$ cat src/rtl/stk_pkg.sv
package stk_pkg;
    timeunit 1ns;
    timeprecision 1ps;

    localparam int BW    = 8;
    localparam int AW    = 2 * BW;
    localparam int OPW   = 3;
    localparam int MAXB  = 3;
    localparam int IDXW  = $clog2(MAXB);

    typedef logic [BW-1:0]   byte_t;
    typedef logic [AW-1:0]   addr_t;
    typedef logic [IDXW-1:0] idx_t;

    typedef enum logic [OPW-1:0] {
        OP_PUSH = 3'd0,
        OP_POP  = 3'd1,
        OP_CALL = 3'd2,
        OP_RET  = 3'd3,
        OP_INTR = 3'd4,
        OP_IRET = 3'd5,
        OP_RSV6 = 3'd6,
        OP_RSV7 = 3'd7
    } op_e;

    typedef enum logic [1:0] {SL_DATA, SL_PCL, SL_PCH, SL_FLG} slot_e;
    typedef enum logic [1:0] {ST_IDLE, ST_WR, ST_RD, ST_TAIL} st_e;

    typedef struct packed {
        op_e   op;
        logic  wide;
        byte_t data;
        addr_t pc;
        byte_t flg;
    } cmd_t;

    // Control passed from the sequencer to the pointer unit each cycle
    typedef struct packed {
        logic dec;
        logic inc;
        logic fin;
        logic hold;
        logic wide;
    } step_t;

    function automatic logic op_valid(op_e op);
        case (op)
            OP_PUSH, OP_POP, OP_CALL, OP_RET, OP_INTR, OP_IRET: return 1'b1;
            default: return 1'b0;
        endcase
    endfunction

    function automatic logic op_is_read(op_e op);
        case (op)
            OP_POP, OP_RET, OP_IRET: return 1'b1;
            default: return 1'b0;
        endcase
    endfunction

    function automatic idx_t op_last(op_e op);
        case (op)
            OP_CALL, OP_RET:  return idx_t'(1);
            OP_INTR, OP_IRET: return idx_t'(2);
            default:          return idx_t'(0);
        endcase
    endfunction

    // Byte order: saves go PC low, PC high, flags; restores run in reverse
    function automatic slot_e op_slot(op_e op, idx_t idx);
        case (op)
            OP_CALL: return (idx == idx_t'(0)) ? SL_PCL : SL_PCH;
            OP_RET:  return (idx == idx_t'(0)) ? SL_PCH : SL_PCL;
            OP_INTR: begin
                if (idx == idx_t'(0)) return SL_PCL;
                if (idx == idx_t'(1)) return SL_PCH;
                return SL_FLG;
            end
            OP_IRET: begin
                if (idx == idx_t'(0)) return SL_FLG;
                if (idx == idx_t'(1)) return SL_PCH;
                return SL_PCL;
            end
            default: return SL_DATA;
        endcase
    endfunction

    function automatic byte_t slot_byte(cmd_t c, slot_e s);
        case (s)
            SL_PCL:  return c.pc[BW-1:0];
            SL_PCH:  return c.pc[AW-1:BW];
            SL_FLG:  return c.flg;
            default: return c.data;
        endcase
    endfunction
endpackage

$ cat src/rtl/stk_ptr.sv
module stk_ptr
    import stk_pkg::*;
(
    input  logic  clk,
    input  logic  rst,
    input  step_t step,
    input  logic  reg_wr,
    input  logic  reg_sel,
    input  byte_t reg_wdata,
    output byte_t spl_q,
    output byte_t sph_q,
    output addr_t addr_cur,
    output addr_t addr_dec
);
    timeunit 1ns;
    timeprecision 1ps;

    byte_t spl_dn, spl_up, sph_dn, sph_up;
    byte_t spl_n, sph_n;
    logic  pl_v, ph_v, pl_v_n, ph_v_n;
    byte_t pl_d, ph_d, pl_d_n, ph_d_n;
    logic  wr_lo, wr_hi;

    assign wr_lo = reg_wr & ~reg_sel;
    assign wr_hi = reg_wr &  reg_sel;

    // Carry into the high byte only in wide mode
    always_comb begin
        spl_dn = spl_q - byte_t'(1);
        spl_up = spl_q + byte_t'(1);
        sph_dn = sph_q;
        sph_up = sph_q;
        if (step.wide) begin
            if (spl_q == '0) sph_dn = sph_q - byte_t'(1);
            if (spl_q == '1) sph_up = sph_q + byte_t'(1);
        end
    end

    assign addr_cur = step.wide ? {sph_q, spl_q}   : {{BW{1'b0}}, spl_q};
    assign addr_dec = step.wide ? {sph_dn, spl_dn} : {{BW{1'b0}}, spl_dn};

    always_comb begin
        spl_n  = spl_q;
        sph_n  = sph_q;
        pl_v_n = pl_v;
        ph_v_n = ph_v;
        pl_d_n = pl_d;
        ph_d_n = ph_d;
        if (step.dec) begin
            spl_n = spl_dn;
            sph_n = sph_dn;
        end else if (step.inc) begin
            spl_n = spl_up;
            sph_n = sph_up;
        end
        if (step.fin) begin
            if (pl_v)  spl_n = pl_d;
            if (ph_v)  sph_n = ph_d;
            if (wr_lo) spl_n = reg_wdata;
            if (wr_hi) sph_n = reg_wdata;
            pl_v_n = 1'b0;
            ph_v_n = 1'b0;
        end else if (step.hold) begin
            if (wr_lo) begin
                pl_v_n = 1'b1;
                pl_d_n = reg_wdata;
            end
            if (wr_hi) begin
                ph_v_n = 1'b1;
                ph_d_n = reg_wdata;
            end
        end else begin
            if (wr_lo) spl_n = reg_wdata;
            if (wr_hi) sph_n = reg_wdata;
        end
    end

    always_ff @(posedge clk) begin
        if (rst) begin
            spl_q <= '0;
            sph_q <= '0;
            pl_v  <= 1'b0;
            ph_v  <= 1'b0;
            pl_d  <= '0;
            ph_d  <= '0;
        end else begin
            spl_q <= spl_n;
            sph_q <= sph_n;
            pl_v  <= pl_v_n;
            ph_v  <= ph_v_n;
            pl_d  <= pl_d_n;
            ph_d  <= ph_d_n;
        end
    end

    a_r2_push_dec: assert property (@(posedge clk) disable iff (rst)
        (step.dec && !step.fin) |=> (spl_q == byte_t'($past(spl_q) - byte_t'(1))));

    a_r3_pop_inc: assert property (@(posedge clk) disable iff (rst)
        (step.inc && !step.fin) |=> (spl_q == byte_t'($past(spl_q) + byte_t'(1))));

    a_r6_high_kept: assert property (@(posedge clk) disable iff (rst)
        (!step.wide && (step.dec || step.inc) && !step.fin) |=> $stable(sph_q));

    a_r10_defer_hold: assert property (@(posedge clk) disable iff (rst)
        (step.hold && !step.fin && !step.dec && !step.inc) |=> ($stable(spl_q) && $stable(sph_q)));

    a_r8_one_dir: assert property (@(posedge clk) disable iff (rst)
        $onehot0({step.dec, step.inc}));
endmodule

$ cat src/rtl/stk_seq.sv
module stk_seq
    import stk_pkg::*;
(
    input  logic  clk,
    input  logic  rst,
    input  logic  cmd_req,
    input  op_e   cmd_op,
    input  logic  cmd_wide,
    input  byte_t cmd_data,
    input  addr_t cmd_pc,
    input  byte_t cmd_flg,
    input  addr_t addr_cur,
    input  addr_t addr_dec,
    input  byte_t ram_rdata,
    output step_t step,
    output addr_t ram_addr,
    output byte_t ram_wdata,
    output logic  ram_we,
    output logic  busy,
    output logic  done,
    output byte_t pop_data,
    output addr_t pc_out,
    output byte_t flags_out
);
    timeunit 1ns;
    timeprecision 1ps;

    st_e   st;
    idx_t  idx;
    cmd_t  cmd_q;
    logic  cap_v;
    slot_e cap_slot;
    logic  done_q;
    logic  accept;
    logic  last;
    slot_e cur_slot;

    assign accept   = (st == ST_IDLE) && cmd_req && op_valid(cmd_op);
    assign last     = (idx == op_last(cmd_q.op));
    assign cur_slot = op_slot(cmd_q.op, idx);

    always_comb begin
        step.dec  = (st == ST_WR);
        step.inc  = (st == ST_RD);
        step.fin  = ((st == ST_WR) && last) || (st == ST_TAIL);
        step.hold = (st != ST_IDLE) || accept;
        step.wide = cmd_q.wide;
    end

    assign ram_addr  = (st == ST_WR) ? addr_dec : addr_cur;
    assign ram_we    = (st == ST_WR);
    assign ram_wdata = slot_byte(cmd_q, cur_slot);
    assign busy      = (st != ST_IDLE);
    assign done      = done_q;

    always_ff @(posedge clk) begin
        if (rst) begin
            st        <= ST_IDLE;
            idx       <= '0;
            cmd_q     <= '0;
            cap_v     <= 1'b0;
            cap_slot  <= SL_DATA;
            done_q    <= 1'b0;
            pop_data  <= '0;
            pc_out    <= '0;
            flags_out <= '0;
        end else begin
            done_q <= 1'b0;
            cap_v  <= 1'b0;
            case (st)
                ST_IDLE: begin
                    if (accept) begin
                        cmd_q.op   <= cmd_op;
                        cmd_q.wide <= cmd_wide;
                        cmd_q.data <= cmd_data;
                        cmd_q.pc   <= cmd_pc;
                        cmd_q.flg  <= cmd_flg;
                        idx        <= '0;
                        st         <= op_is_read(cmd_op) ? ST_RD : ST_WR;
                    end
                end
                ST_WR: begin
                    if (last) begin
                        st     <= ST_IDLE;
                        done_q <= 1'b1;
                    end else begin
                        idx <= idx + 1'b1;
                    end
                end
                ST_RD: begin
                    cap_v    <= 1'b1;
                    cap_slot <= cur_slot;
                    if (last) st <= ST_TAIL;
                    else      idx <= idx + 1'b1;
                end
                default: begin
                    st     <= ST_IDLE;
                    done_q <= 1'b1;
                end
            endcase
            // Read data from the previous cycle's address lands here
            if (cap_v) begin
                case (cap_slot)
                    SL_PCL:  pc_out[BW-1:0]  <= ram_rdata;
                    SL_PCH:  pc_out[AW-1:BW] <= ram_rdata;
                    SL_FLG:  flags_out       <= ram_rdata;
                    default: pop_data        <= ram_rdata;
                endcase
            end
        end
    end

    a_r6_bank0: assert property (@(posedge clk) disable iff (rst)
        (busy && !cmd_q.wide) |-> (ram_addr[AW-1:BW] == '0));

    a_r11_done_pulse: assert property (@(posedge clk) disable iff (rst)
        done |=> !done);

    a_r11_done_idle: assert property (@(posedge clk) disable iff (rst)
        done |-> !busy);

    a_r8_we_busy: assert property (@(posedge clk) disable iff (rst)
        ram_we |-> busy);

    a_r8_ignore_busy: assert property (@(posedge clk) disable iff (rst)
        busy |=> $stable(cmd_q));
endmodule

$ cat src/rtl/stk_engine.sv
module stk_engine
    import stk_pkg::*;
(
    input  logic        clk,
    input  logic        rst,
    input  logic        wide_mode,
    input  logic        cmd_req,
    input  logic [2:0]  cmd_op,
    input  logic [7:0]  push_data,
    input  logic [15:0] pc_in,
    input  logic [7:0]  flags_in,
    output logic        busy,
    output logic        done,
    output logic [7:0]  pop_data,
    output logic [15:0] pc_out,
    output logic [7:0]  flags_out,
    input  logic        reg_wr,
    input  logic        reg_sel,
    input  logic [7:0]  reg_wdata,
    output logic [7:0]  reg_rdata,
    output logic [15:0] ram_addr,
    output logic [7:0]  ram_wdata,
    output logic        ram_we,
    input  logic [7:0]  ram_rdata
);
    timeunit 1ns;
    timeprecision 1ps;

    step_t step;
    byte_t spl, sph;
    addr_t addr_cur, addr_dec;

    stk_seq u_seq (
        .clk       (clk),
        .rst       (rst),
        .cmd_req   (cmd_req),
        .cmd_op    (op_e'(cmd_op)),
        .cmd_wide  (wide_mode),
        .cmd_data  (push_data),
        .cmd_pc    (pc_in),
        .cmd_flg   (flags_in),
        .addr_cur  (addr_cur),
        .addr_dec  (addr_dec),
        .ram_rdata (ram_rdata),
        .step      (step),
        .ram_addr  (ram_addr),
        .ram_wdata (ram_wdata),
        .ram_we    (ram_we),
        .busy      (busy),
        .done      (done),
        .pop_data  (pop_data),
        .pc_out    (pc_out),
        .flags_out (flags_out)
    );

    stk_ptr u_ptr (
        .clk       (clk),
        .rst       (rst),
        .step      (step),
        .reg_wr    (reg_wr),
        .reg_sel   (reg_sel),
        .reg_wdata (reg_wdata),
        .spl_q     (spl),
        .sph_q     (sph),
        .addr_cur  (addr_cur),
        .addr_dec  (addr_dec)
    );

    assign reg_rdata = reg_sel ? sph : spl;
endmodule

$ cat config.mk
export PLATFORM = sky130hd
export DESIGN_NAME = stk_engine
export DESIGN_NICKNAME = d
export VERILOG_FILES = /design/src/rtl/stk_pkg.sv /design/src/rtl/stk_ptr.sv /design/src/rtl/stk_seq.sv /design/src/rtl/stk_engine.sv
export SDC_FILE = /design/constraint.sdc
export NUM_CORES = 1
export LEC_CHECK = 0
export BUFFER_PORTS_ARGS = -buffer_cell sky130_fd_sc_hd__clkbuf_2
export CAP_MARGIN = 0
export CORE_ASPECT_RATIO = 2
export CORE_MARGIN = 4
export CORE_UTILIZATION = 46
export CTS_BUF_LIST = sky130_fd_sc_hd__clkbuf_4 sky130_fd_sc_hd__clkbuf_8
export DETAILED_ROUTE_END_ITERATION = 8
export PLACE_DENSITY = 0.72
export SYNTH_ARGS = -nofsm -noshare
export SYNTH_HDL_FRONTEND = slang
export SYNTH_SLANG_ARGS = --single-unit
$ cat constraint.sdc
create_clock -name clk -period 2.58 [get_ports clk]
set_input_delay 0.774 -clock clk [delete_from_list [all_inputs] [get_ports clk]]
set_output_delay 0.774 -clock clk [all_outputs]
set_load 0.02 [all_outputs]
==> results_dict.tcl <==
set metrics [dict create \
    ir_worst_vdd_uv 754 \
    holdWs_ps 460 \
    clock-sinks 110 \
    diodes 0 \
    drt-initial-drc-count 298 \
    setup_tns_ps -6700 \
    fp.dieH_microns 167 \
    clockBufferDepth 2 \
    root_buffer "clkbuf_8" \
    synth_fa_ha_area_frac 0.0281 \
    hold_viol 0 \
    fin_ws_ps -446 \
    seq_power_share 0.332 \
    critPathMaxFanout 5 \
    min_path_type "flip-flop to flip-flop" \
    ys_ff_latch 110 \
    layout_commonest_cell "clkbuf_2" \
    drc 0 \
    routed_wl_microns 17700 \
    die_area_sq_mm 0.0145 \
    status "finished, violations left" \
    ys_warn_count 0 \
    vias_per_cell 5.58 \
    path_class "flip-flop to output pin" \
    yosysSeqAreaShare 0.381 \
    synthXorXnorAreaFrac 0.0424 \
    worst_pin_slew_ps 625 \
    post-place-ws_ps -108 \
    slew_headroom 0.579 \
    wl_met3_microns 678 \
    end_kind "output pin" \
    fin_cells 1024 \
    seq_area_sq_mm 0.00222 \
    p_sw_frac 0.406 \
    cap_viol_max_count 0 \
    ys_types 63 \
    async_flop_share 0 \
    num_vias 5714 \
    p_int_uw 3840 \
    clk_pin_slew_worst_paths_ps 100 \
    violations "negative setup slack" \
    syn_inst 700 \
    p_leak_uw 0.00355 \
    drive_above_1_share 0.344 \
    dr.pass1.iters 5 \
    critPathArrivalTime_ps 2250 \
    skew_ps 9.58 \
    start_util 0.471 \
    synth_top_family_by_area "simple AND/OR/NAND/NOR gates" \
    fin_util 0.631 \
    dp_cells 985 \
    syn2layout_area_growth_pct 33.9 \
    power_density_mw_per_mm2 835 \
    post_drt_wl_per_cell_microns 17.2 \
    rows 57 \
    io_pins 124 \
    synthSimpleGateAreaFrac 0.236 \
    cts_tree "done" \
    detail-route-antenna-nets 0 \
    post-route-period-util 1.17 \
    fin_crit_ps 3030 \
    slew_viol_final 0 \
    synthMuxAreaShare 0.109 \
    cts_hold_buffers 0 \
    required_ps 1810 \
    synth_compound_area_frac 0.157 \
    insertion_delay_ps 380 \
    dr_wl_met2_microns 9980 \
    grt_pass1_vias 5899 \
    multi_input_area_sq_mm 0.00363 \
    dp.final_hpwl_microns 13200 \
    switching_power_uw 2630 \
    antenna_found_initial 0 \
    pwr-share-comb 0.511 \
    port_buffers 123 \
    highest_layer "met4" \
    final_cell_mix "clkbuf_2, dfxtp_1, nand2_1, nor2_1, buf_4" \
    ys.flop_type "dfxtp_1" \
    synth.avg_cell_area_sq_um 8.26 \
    start_kind "flip-flop" \
    gr-total-overflow 0 \
    rsz0062_at_grt "true" \
    cts_buffers 9 \
    grt_start_max_net_pins 63 \
    synth_area_sq_mm 0.00578 \
    syn-num-nets 770 \
    gp_congestion 0.940 \
    max_freq_mhz 330 \
    nNetsFinal 942 \
    track_usage 0.242 \
    coreArea_sq_mm 0.0123 \
    fill_cells 1097 \
    p_clk_frac 0.157 \
    wl_met1_microns 6060 \
    die_w_microns 87.3 \
    grt_pass1_wl_microns 28300 \
    setup_violations 20 \
    h-tree-depth 3 \
    synth_edf_count 0 \
]
-- critical path: stages, from the launching register on --
cell and delay (ps):
dfxtp_4 400, inv_4 50, ha_4 170, nor2b_4 130, a211oi_4 200, nor2b_1 180
buf_4 160, buf_6 130, nor3_2 50, a221oi_2 210, buf_4 190
-- metal layers --
layer,up-vias,global-route usage
met5,-,0
met4,0,0.147
met3,49,0.0272
met2,207,0.458
met1,2675,0.238
li1,2783,-
-- power groups by stage --
stage          clock network [uW]  registers [uW]  logic, uW
2_1_floorplan                   0            2140       1870
3_5_place_dp                    0            2150       2810
5_1_grt                      1110            2180       3560
3_3_place_gp                    0            2140       2750
6_report                     1020            2140       3310
4_1_cts                      1050            2130       3120
-- state kept, by name, indices dropped and copies added, names as in the netlist, 2 cells and up --
register         flops
u_ptr.sph_q          8
u_seq.flags_out      8
u_seq.st             2
u_seq.cmd_q         35
u_seq.cap_slot       2
u_seq.idx            2
u_ptr.ph_d           8
u_ptr.spl_q          8
u_seq.pop_data       8
u_seq.pc_out        16
u_ptr.pl_d           8
-- what timing repair did --
item | 4_1_cts | 5_1_grt
pin swaps | 32 | 18
setup buffers | 13 | 12
gates resized for setup | 86 | 29
setup endpoints to repair | 21 | 20
endpoints found under the hold margin | 0 | 0
-- layout make-up --
cell class              count  share of cell area
clock buffers               9              0.0160
well taps                 147              0.0238
inverters                  17             0.00857
repair buffers            206               0.188
flip-flops and latches    110               0.287
clock inverters             7             0.00824
multi-input cells         528               0.469
-- Yosys cell counts (4+ instances only) --
cell / number / area, sq um
dfxtp_1: 110 / 2200
ha_1: 13 / 163
o22ai_1: 5 / 31.3
a32o_1: 6 / 60.1
clkbuf_1: 34 / 128
a21o_1: 6 / 45.0
nor3_1: 22 / 110
a22oi_1: 10 / 75.1
xnor2_1: 13 / 114
and3_1: 6 / 37.5
mux2i_1: 55 / 551
nand2_1: 94 / 353
a31oi_1: 6 / 37.5
and2_1: 8 / 50.1
a21oi_1: 57 / 285
nand3_1: 17 / 85.1
mux2_2: 7 / 78.8
nand4_1: 9 / 56.3
nor2_1: 75 / 282
o211ai_1: 4 / 30.0
o21ai_0: 21 / 105
inv_1: 17 / 63.8
nand3b_1: 4 / 30.0
nand2b_1: 12 / 75.1
nor2b_1: 7 / 43.8
o21bai_1: 6 / 45.0
xor2_1: 15 / 131
nor3b_1: 6 / 45.0
-- path summary, 6_finish.rpt --
check | start | to | slack [ps] | depth (start not counted)
hold / removal | u_seq.cmd_q[3]$_SDFFE_PP0P_ | u_seq.cmd_q[3]$_SDFFE_PP0P_ | 460 | 2
setup / recovery | u_seq.idx[0]$_SDFFE_PP0P_ | ram_wdata[6] | -450 | 10
hold reg to reg | u_seq.cmd_q[3]$_SDFFE_PP0P_ | u_seq.cmd_q[3]$_SDFFE_PP0P_ | 460 | 2
setup reg to reg | u_seq.st[1]$_SDFFE_PP0P_ | u_ptr.sph_q[4]$_SDFF_PP0_ | 240 | 9
-- cells by family (layout without fill, tap and decap cells) --
group,Yosys count,in the layout
adders and majority gates,13,13
buffers and inverters,62,239
DFF,110,110
and+or+nand+nor,282,282
xor gates and xnor gates,28,28
muxes,62,62
AOI/OAI and AO/OA,143,143
-- through the flow --
stage               cell area, sq um  total power [uW]
finish                          7740              6470
global route                    7740              6840
CTS                             7580              6300
detailed placement              6960              4960
global placement                6960              4890
floorplan                       5920              4010
Power figures use the tool's default switching activity.
